===== src/rtl/bq_pkg.sv =====
// Shared types for the speculative read beat qualifier.
package bq_pkg;
    // Tenure state: idle, beats in flight, or waiting for retry to end
    typedef enum logic [1:0] {
        ST_IDLE = 2'd0,
        ST_XFER = 2'd1,
        ST_FIN  = 2'd2
    } bq_state_e;
endpackage


===== src/rtl/bq_ctrl.sv =====
// Tenure control for the beat qualifier.
// What it does: tracks the tenure state and the beat count, and keeps the
// valid flag and index of the one speculative read beat.
// Assumes: retry is meaningful only in the cycle after an acknowledge,
// and bus error wins over acknowledge and retry in the same cycle.
module bq_ctrl
    import bq_pkg::*;
#(
    parameter int BURST_LEN = 4,
    parameter int IDX_W     = 2
) (
    input  logic             clk,
    input  logic             rst_n,
    input  logic             start_i,
    input  logic             start_rd_i,
    input  logic             start_burst_i,
    input  logic             ta_i,
    input  logic             retry_i,
    input  logic             tea_i,
    output logic             busy_o,
    output logic             take_o,
    output logic             confirm_o,
    output logic [IDX_W-1:0] confirm_idx_o,
    output logic             abort_o
);
    localparam int CNT_W = $clog2(BURST_LEN + 1);

    bq_state_e          state_q;
    logic               rd_q;
    logic               burst_q;
    logic [CNT_W-1:0]   cnt_q;
    logic               pv_q;
    logic [IDX_W-1:0]   pidx_q;
    logic [CNT_W-1:0]   last_cnt;
    logic               more;
    logic               in_x;
    logic               rd_ok;
    logic               wr_beat;
    logic               last_commit;

    // Decode beat qualification for the current cycle
    always_comb begin
        last_cnt      = burst_q ? CNT_W'(BURST_LEN) : CNT_W'(1);
        more          = cnt_q < last_cnt;
        in_x          = state_q == ST_XFER;
        rd_ok         = in_x && rd_q && !retry_i && !tea_i;
        take_o        = rd_ok && ta_i && more;
        confirm_o     = rd_ok && pv_q;
        confirm_idx_o = pidx_q;
        wr_beat       = in_x && !rd_q && !tea_i && ta_i && more;
        last_commit   = confirm_o && (CNT_W'(pidx_q) == last_cnt - CNT_W'(1));
        abort_o       = tea_i && (state_q != ST_IDLE);
        busy_o        = state_q != ST_IDLE;
    end

    // Tenure state, beat counter and speculative-beat bookkeeping
    always_ff @(posedge clk) begin
        if (!rst_n) begin
            state_q <= ST_IDLE;
            rd_q    <= 1'b0;
            burst_q <= 1'b0;
            cnt_q   <= '0;
            pv_q    <= 1'b0;
            pidx_q  <= '0;
        end else begin
            unique case (state_q)
                ST_IDLE: begin
                    if (start_i) begin
                        state_q <= ST_XFER;
                        rd_q    <= start_rd_i;
                        burst_q <= start_burst_i;
                        cnt_q   <= '0;
                        pv_q    <= 1'b0;
                    end
                end
                ST_XFER: begin
                    if (tea_i) begin
                        pv_q    <= 1'b0;
                        state_q <= retry_i ? ST_FIN : ST_IDLE;
                    end else if (rd_q) begin
                        if (retry_i) begin
                            if (pv_q) begin
                                pv_q  <= 1'b0;
                                cnt_q <= CNT_W'(pidx_q);
                            end
                        end else begin
                            if (take_o) begin
                                pv_q   <= 1'b1;
                                pidx_q <= cnt_q[IDX_W-1:0];
                                cnt_q  <= cnt_q + CNT_W'(1);
                            end else begin
                                pv_q <= 1'b0;
                            end
                            if (last_commit) state_q <= ST_IDLE;
                        end
                    end else if (wr_beat) begin
                        cnt_q <= cnt_q + CNT_W'(1);
                        if (cnt_q + CNT_W'(1) == last_cnt) state_q <= ST_FIN;
                    end
                end
                ST_FIN: begin
                    if (!retry_i) state_q <= ST_IDLE;
                end
                default: state_q <= ST_IDLE;
            endcase
        end
    end
endmodule


===== src/rtl/bq_hold.sv =====
// Data holding and core-side outputs.
// What it does: stores the speculative beat's data and registers the
// commit and error pulses that go to the core.
// Assumes: take and confirm come from bq_ctrl, already qualified.
module bq_hold #(
    parameter int DATA_W = 64,
    parameter int IDX_W  = 2
) (
    input  logic              clk,
    input  logic              rst_n,
    input  logic              take_i,
    input  logic [DATA_W-1:0] data_i,
    input  logic              confirm_i,
    input  logic [IDX_W-1:0]  confirm_idx_i,
    input  logic              abort_i,
    output logic              commit_o,
    output logic [IDX_W-1:0]  commit_idx_o,
    output logic [DATA_W-1:0] commit_data_o,
    output logic              err_o
);
    logic [DATA_W-1:0] pdata_q;

    // Capture the speculative beat's data on its acknowledge
    always_ff @(posedge clk) begin
        if (!rst_n)      pdata_q <= '0;
        else if (take_i) pdata_q <= data_i;
    end

    // Register the core-side commit and error pulses
    always_ff @(posedge clk) begin
        if (!rst_n) begin
            commit_o      <= 1'b0;
            commit_idx_o  <= '0;
            commit_data_o <= '0;
            err_o         <= 1'b0;
        end else begin
            commit_o <= confirm_i;
            err_o    <= abort_i;
            if (confirm_i) begin
                commit_idx_o  <= confirm_idx_i;
                commit_data_o <= pdata_q;
            end
        end
    end
endmodule


===== src/rtl/bq_mon.sv =====
// Retry protocol monitor.
// What it does: flags a retry whose first cycle had no acknowledge in the
// cycle before it.
// Assumes: both inputs are sampled raw, whatever the tenure state.
module bq_mon (
    input  logic clk,
    input  logic rst_n,
    input  logic ta_i,
    input  logic retry_i,
    output logic proto_err_o
);
    logic ta_q;
    logic rt_q;

    // Remember last cycle's handshakes and flag retries that come too early
    always_ff @(posedge clk) begin
        if (!rst_n) begin
            ta_q        <= 1'b0;
            rt_q        <= 1'b0;
            proto_err_o <= 1'b0;
        end else begin
            ta_q        <= ta_i;
            rt_q        <= retry_i;
            proto_err_o <= retry_i && !rt_q && !ta_q;
        end
    end
endmodule


===== src/rtl/beat_qualifier.sv =====
// Speculative read beat qualifier, top level.
// What it does: counts beats, commits each read beat one cycle after its
// acknowledge unless it is retried, holds bus busy through retry, and
// reports bus errors and retry protocol violations.
// Assumes: a new tenure starts only from the idle state.
module beat_qualifier #(
    parameter int DATA_W    = 64,
    parameter int BURST_LEN = 4
) (
    input  logic              clk,
    input  logic              rst_n,
    input  logic              start_i,
    input  logic              start_rd_i,
    input  logic              start_burst_i,
    input  logic              ta_i,
    input  logic              retry_i,
    input  logic              tea_i,
    input  logic [DATA_W-1:0] data_i,
    output logic              busy_o,
    output logic              commit_o,
    output logic [((BURST_LEN > 1) ? $clog2(BURST_LEN) : 1)-1:0] commit_idx_o,
    output logic [DATA_W-1:0] commit_data_o,
    output logic              err_o,
    output logic              proto_err_o
);
    localparam int IDX_W = (BURST_LEN > 1) ? $clog2(BURST_LEN) : 1;

    logic             take;
    logic             confirm;
    logic [IDX_W-1:0] confirm_idx;
    logic             abort;

    bq_ctrl #(.BURST_LEN(BURST_LEN), .IDX_W(IDX_W)) u_ctrl (
        .clk(clk), .rst_n(rst_n),
        .start_i(start_i), .start_rd_i(start_rd_i), .start_burst_i(start_burst_i),
        .ta_i(ta_i), .retry_i(retry_i), .tea_i(tea_i),
        .busy_o(busy_o), .take_o(take), .confirm_o(confirm),
        .confirm_idx_o(confirm_idx), .abort_o(abort)
    );

    bq_hold #(.DATA_W(DATA_W), .IDX_W(IDX_W)) u_hold (
        .clk(clk), .rst_n(rst_n),
        .take_i(take), .data_i(data_i),
        .confirm_i(confirm), .confirm_idx_i(confirm_idx), .abort_i(abort),
        .commit_o(commit_o), .commit_idx_o(commit_idx_o),
        .commit_data_o(commit_data_o), .err_o(err_o)
    );

    bq_mon u_mon (
        .clk(clk), .rst_n(rst_n),
        .ta_i(ta_i), .retry_i(retry_i),
        .proto_err_o(proto_err_o)
    );
endmodule


===== config.mk =====
export PLATFORM = sky130hd
export DESIGN_NAME = beat_qualifier
export DESIGN_NICKNAME = d
export VERILOG_FILES = /design/src/rtl/bq_pkg.sv /design/src/rtl/bq_ctrl.sv /design/src/rtl/bq_hold.sv /design/src/rtl/bq_mon.sv /design/src/rtl/beat_qualifier.sv
export SDC_FILE = /design/constraint.sdc
export NUM_CORES = 1
export LEC_CHECK = 0
export BUFFER_PORTS_ARGS = -buffer_cell sky130_fd_sc_hd__buf_2
export CAP_MARGIN = 40
export CORE_UTILIZATION = 46
export DETAILED_ROUTE_END_ITERATION = 10
export PLACE_DENSITY = 0.71
export SYNTH_ARGS = -nofsm -noshare
export SYNTH_HDL_FRONTEND = slang
export SYNTH_SLANG_ARGS = --single-unit

===== constraint.sdc =====
create_clock -name clk -period 3.81 [get_ports clk]
set_input_delay 0.1905 -clock clk [delete_from_list [all_inputs] [get_ports clk]]
set_output_delay 0.1905 -clock clk [all_outputs]
set_load 0.01 [all_outputs]

==> flow_summary.ini <==
[timing]
finalCriticalPeriod_ps = 2451
fmax_mhz = 407.9
fin_crit_sh = 0.6434
tns_ps = 0
finalHoldViolCount = 0
final.setup.worst_slack_ps = 1359
tightestPinTransition_ps = 752.6
slew_headroom = 0.4983
slew_viol_final = 0
rsz0062_at_grt = false
setup_viol = 0
skew_ps = 6.292

[floorplan]
rows = 40
initial_utilization = 0.4740
fp.dieArea_mm2 = 0.01288
die_y_um = 113.5
fp.dieW_um = 113.5
core-area_mm2 = 0.01206
pin_count = 142

[pwr]
powerDensity_mw_per_mm2 = 461.3
pwr-share-seq = 0.474
p_sw_frac = 0.2016
peakVddDrop_uv = 246.5
p_leak_nw = 2.680
p_comb_frac = 0.040
pwr-share-clk = 0.486
internal_power_w = 0.002579
power_switching_w = 0.0006511

[route]
antenna_left = 0
route.detailed.wl_per_inst_um = 13.15
drc_errors = 0
finalWirelength_um = 11720
drtPass1Iterations = 4
num_vias = 4252
via_per_inst = 4.772
drtIter0Drc = 210

[min_path]
hp-class = input pin to flip-flop

[worst_setup_path]
cp_num_buf_inv = 2
start_kind = flip-flop
criticalPathCategory = flip-flop to flip-flop
cp.required_ps = 4110
cp.arrival_ps = 2750
cpLargestDelayFamily = simple AND/OR/NAND/NOR gates
max_stage_delay_ps = 710
cp_max_fo = 35
crit_chain = inv_1, ha_1, nand2b_1, a21oi_1, and3b_4, buf_12, mux2i_1, nor2b_1
slowest_stage = and3b_4
end_kind = flip-flop

[global_route]
grt_first_pass_wirelength_um = 19000
grt_pass1_vias = 4096
grt-ovfl-total = 0
grt_start_max_net_pins = 87
antenna_found_initial = 0
grt_usage = 0.1885

[clock_tree]
clock_latency_ps = 410
clock_sinks = 145
numCtsBuffers = 17
h-tree-depth = 4
cts_root_buffer = clkbuf_16
path_clk_slew_ps = 60
cts_tree = done
clk_path_buf_depth = 2
postCtsSetupBuffers = 0

[place]
pre_cts_ws_ps = 1378
place_area_mm2 = 0.006439
gp_congestion = 0.8082
place_inst = 860
io_buffers = 141
dpl.hpwl_um = 7674

[yosys]
syn_inst = 585
synth_cell_types = 35
synth.area.top_cells = dfxtp_1 (51%), mux2i_1 (12%), nand2_1 (9.3%), nor2b_1 (7.7%), a21boi_1 (5.4%)
netlist_area_mm2 = 0.005717
syn_avg_cell_area_um2 = 9.772
synth_warnings = 0
ys_seq_elements = 145
synth_fp_nets = 660
seq_area_frac_synth = 0.5078
synth_top_area_share = 0.5078
synth_top_area_cell = dfxtp_1

[layout]
fillers = 1055
stdcell_count = 891
drive_above_1_share = 0.2434
diodes = 0
areaGrowthSynthToFinish_pct = 22.48
final_util = 0.5805
postLayoutCellArea_mm2 = 0.007002
nets = 787

[run_status]
status = finished clean

[flow_run]
cap_viol_max_count = 0
## power by group through the flow
stage	Combinational [W]	Sequential, W	Clock, W
finish	0.000130	0.00153	0.00157
global route	0.000142	0.00153	0.00166
CTS	0.000131	0.00153	0.00161
detailed placement	0.000129	0.00156	0
global placement	0.000124	0.00156	0
floorplan	0.0000716	0.00156	0
## tightest hold or removal path, delay by kind of cell
kind,cells,cell delay [ps]
AND/OR/NAND/NOR,1,90
buffers and inverters,1,70
multiplexers,1,50
## cell type report
type                       count  area, um^2  area share
timing repair buffer         146       797.0      0.1138
clock buffer                  23       467.9     0.06683
inverter                       4       15.01    0.002144
tap                          168       210.2     0.03002
multi-input combinational    398        2524      0.3604
sequential                   145        2903      0.4146
clock inverter                 7       85.08     0.01215
## timing repair
| item | CTS | global route |
|---|---|---|
| hold endpoints to repair | 1 | 0 |
| hold buffers | 1 | 0 |
| gates resized for setup | 0 | 0 |
## metrics by stage
stage | hold slack [ps] | power, W
3_3_place_gp | 377.7 | 0.001687
2_1_floorplan | 312.2 | 0.001634
6_report | 34.41 | 0.003230
5_1_grt | 31.27 | 0.003334
3_5_place_dp | 386.6 | 0.001693
4_1_cts | 15.57 | 0.003267
## flip-flops by register name (all words and copies together), names as in the netlist
signal / flops
u_ctrl.rd_q: 1
u_hold.commit_idx_o: 2
u_ctrl.state_q: 2
u_hold.err_o: 1
u_ctrl.confirm_idx_o: 2
u_hold.commit_data_o: 64
u_ctrl.cnt_q: 3
u_ctrl.burst_q: 1
u_hold.pdata_q: 64
u_ctrl.pv_q: 1
u_mon.ta_q: 1
u_mon.rt_q: 1
u_hold.commit_o: 1
u_mon.proto_err_o: 1
## layout by cell type (no fill, tap or decap), drive strengths merged, types with 5 or more instances in the layout
cell    Yosys  final
a21oi       5      5
nand2     141    141
clkinv      0      5
nor2b      70     70
dfxtp     145    145
mux2i      68     68
clkbuf     17     23
buf        21    145
nand2b      7      7
a21boi     69     69
## synthesized netlist by cell type (all sizes together)
library cell and count:
a2111oi 1, nor2b 70, or4 1, o21a 1, a211oi 1, nor3 1, o21ai 4, inv 4
nor3b 2, a21oi 5, clkbuf 17, nand2b 7, a22o 1, nand2 141, a31o 1, a21boi 69
nand3 4, xnor2 2, dfxtp 145, mux2i 68, buf 21, nor4 1, or3 1, and2 4
nand4 1, and3 3, and3b 1, a21o 1, ha 3, nor2 4
## kinds of logic (layout without fill, tap and decap cells)
logic type / count (synthesis) / after routing / share of synthesized area
mux: 68 / 68 / 0.1191
compound gates: 84 / 84 / 0.1072
xor+xnor: 2 / 2 / 0.003065
fa+ha+maj: 3 / 3 / 0.006567
simple gates: 241 / 241 / 0.2049
buf+inv: 42 / 180 / 0.05143
flops: 145 / 145 / 0.5078
## layer usage
layer  global-route usage  up-vias  part of all wire
met4              0.09386        0             0.021
met3              0.05260       18             0.040
met5                    0        -                 0
met1               0.2164     1967              0.44
li1                     -     2172                 -
met2               0.3224       95              0.50
## final timing paths
| path | slack (ps) | cells after the start | endpoint | from |
|---|---|---|---|---|
| min reg2reg | 400 | 1 | u_mon.proto_err_o | u_mon.rt_q |
| min | 30 | 3 | u_hold.pdata_q[15] | data_i[15] |
| max | 1360 | 8 | u_hold.pdata_q[31] | u_ctrl.burst_q |
| max reg2reg | 1360 | 8 | u_hold.pdata_q[31] | u_ctrl.burst_q |
(Power assumes the default switching activity.)
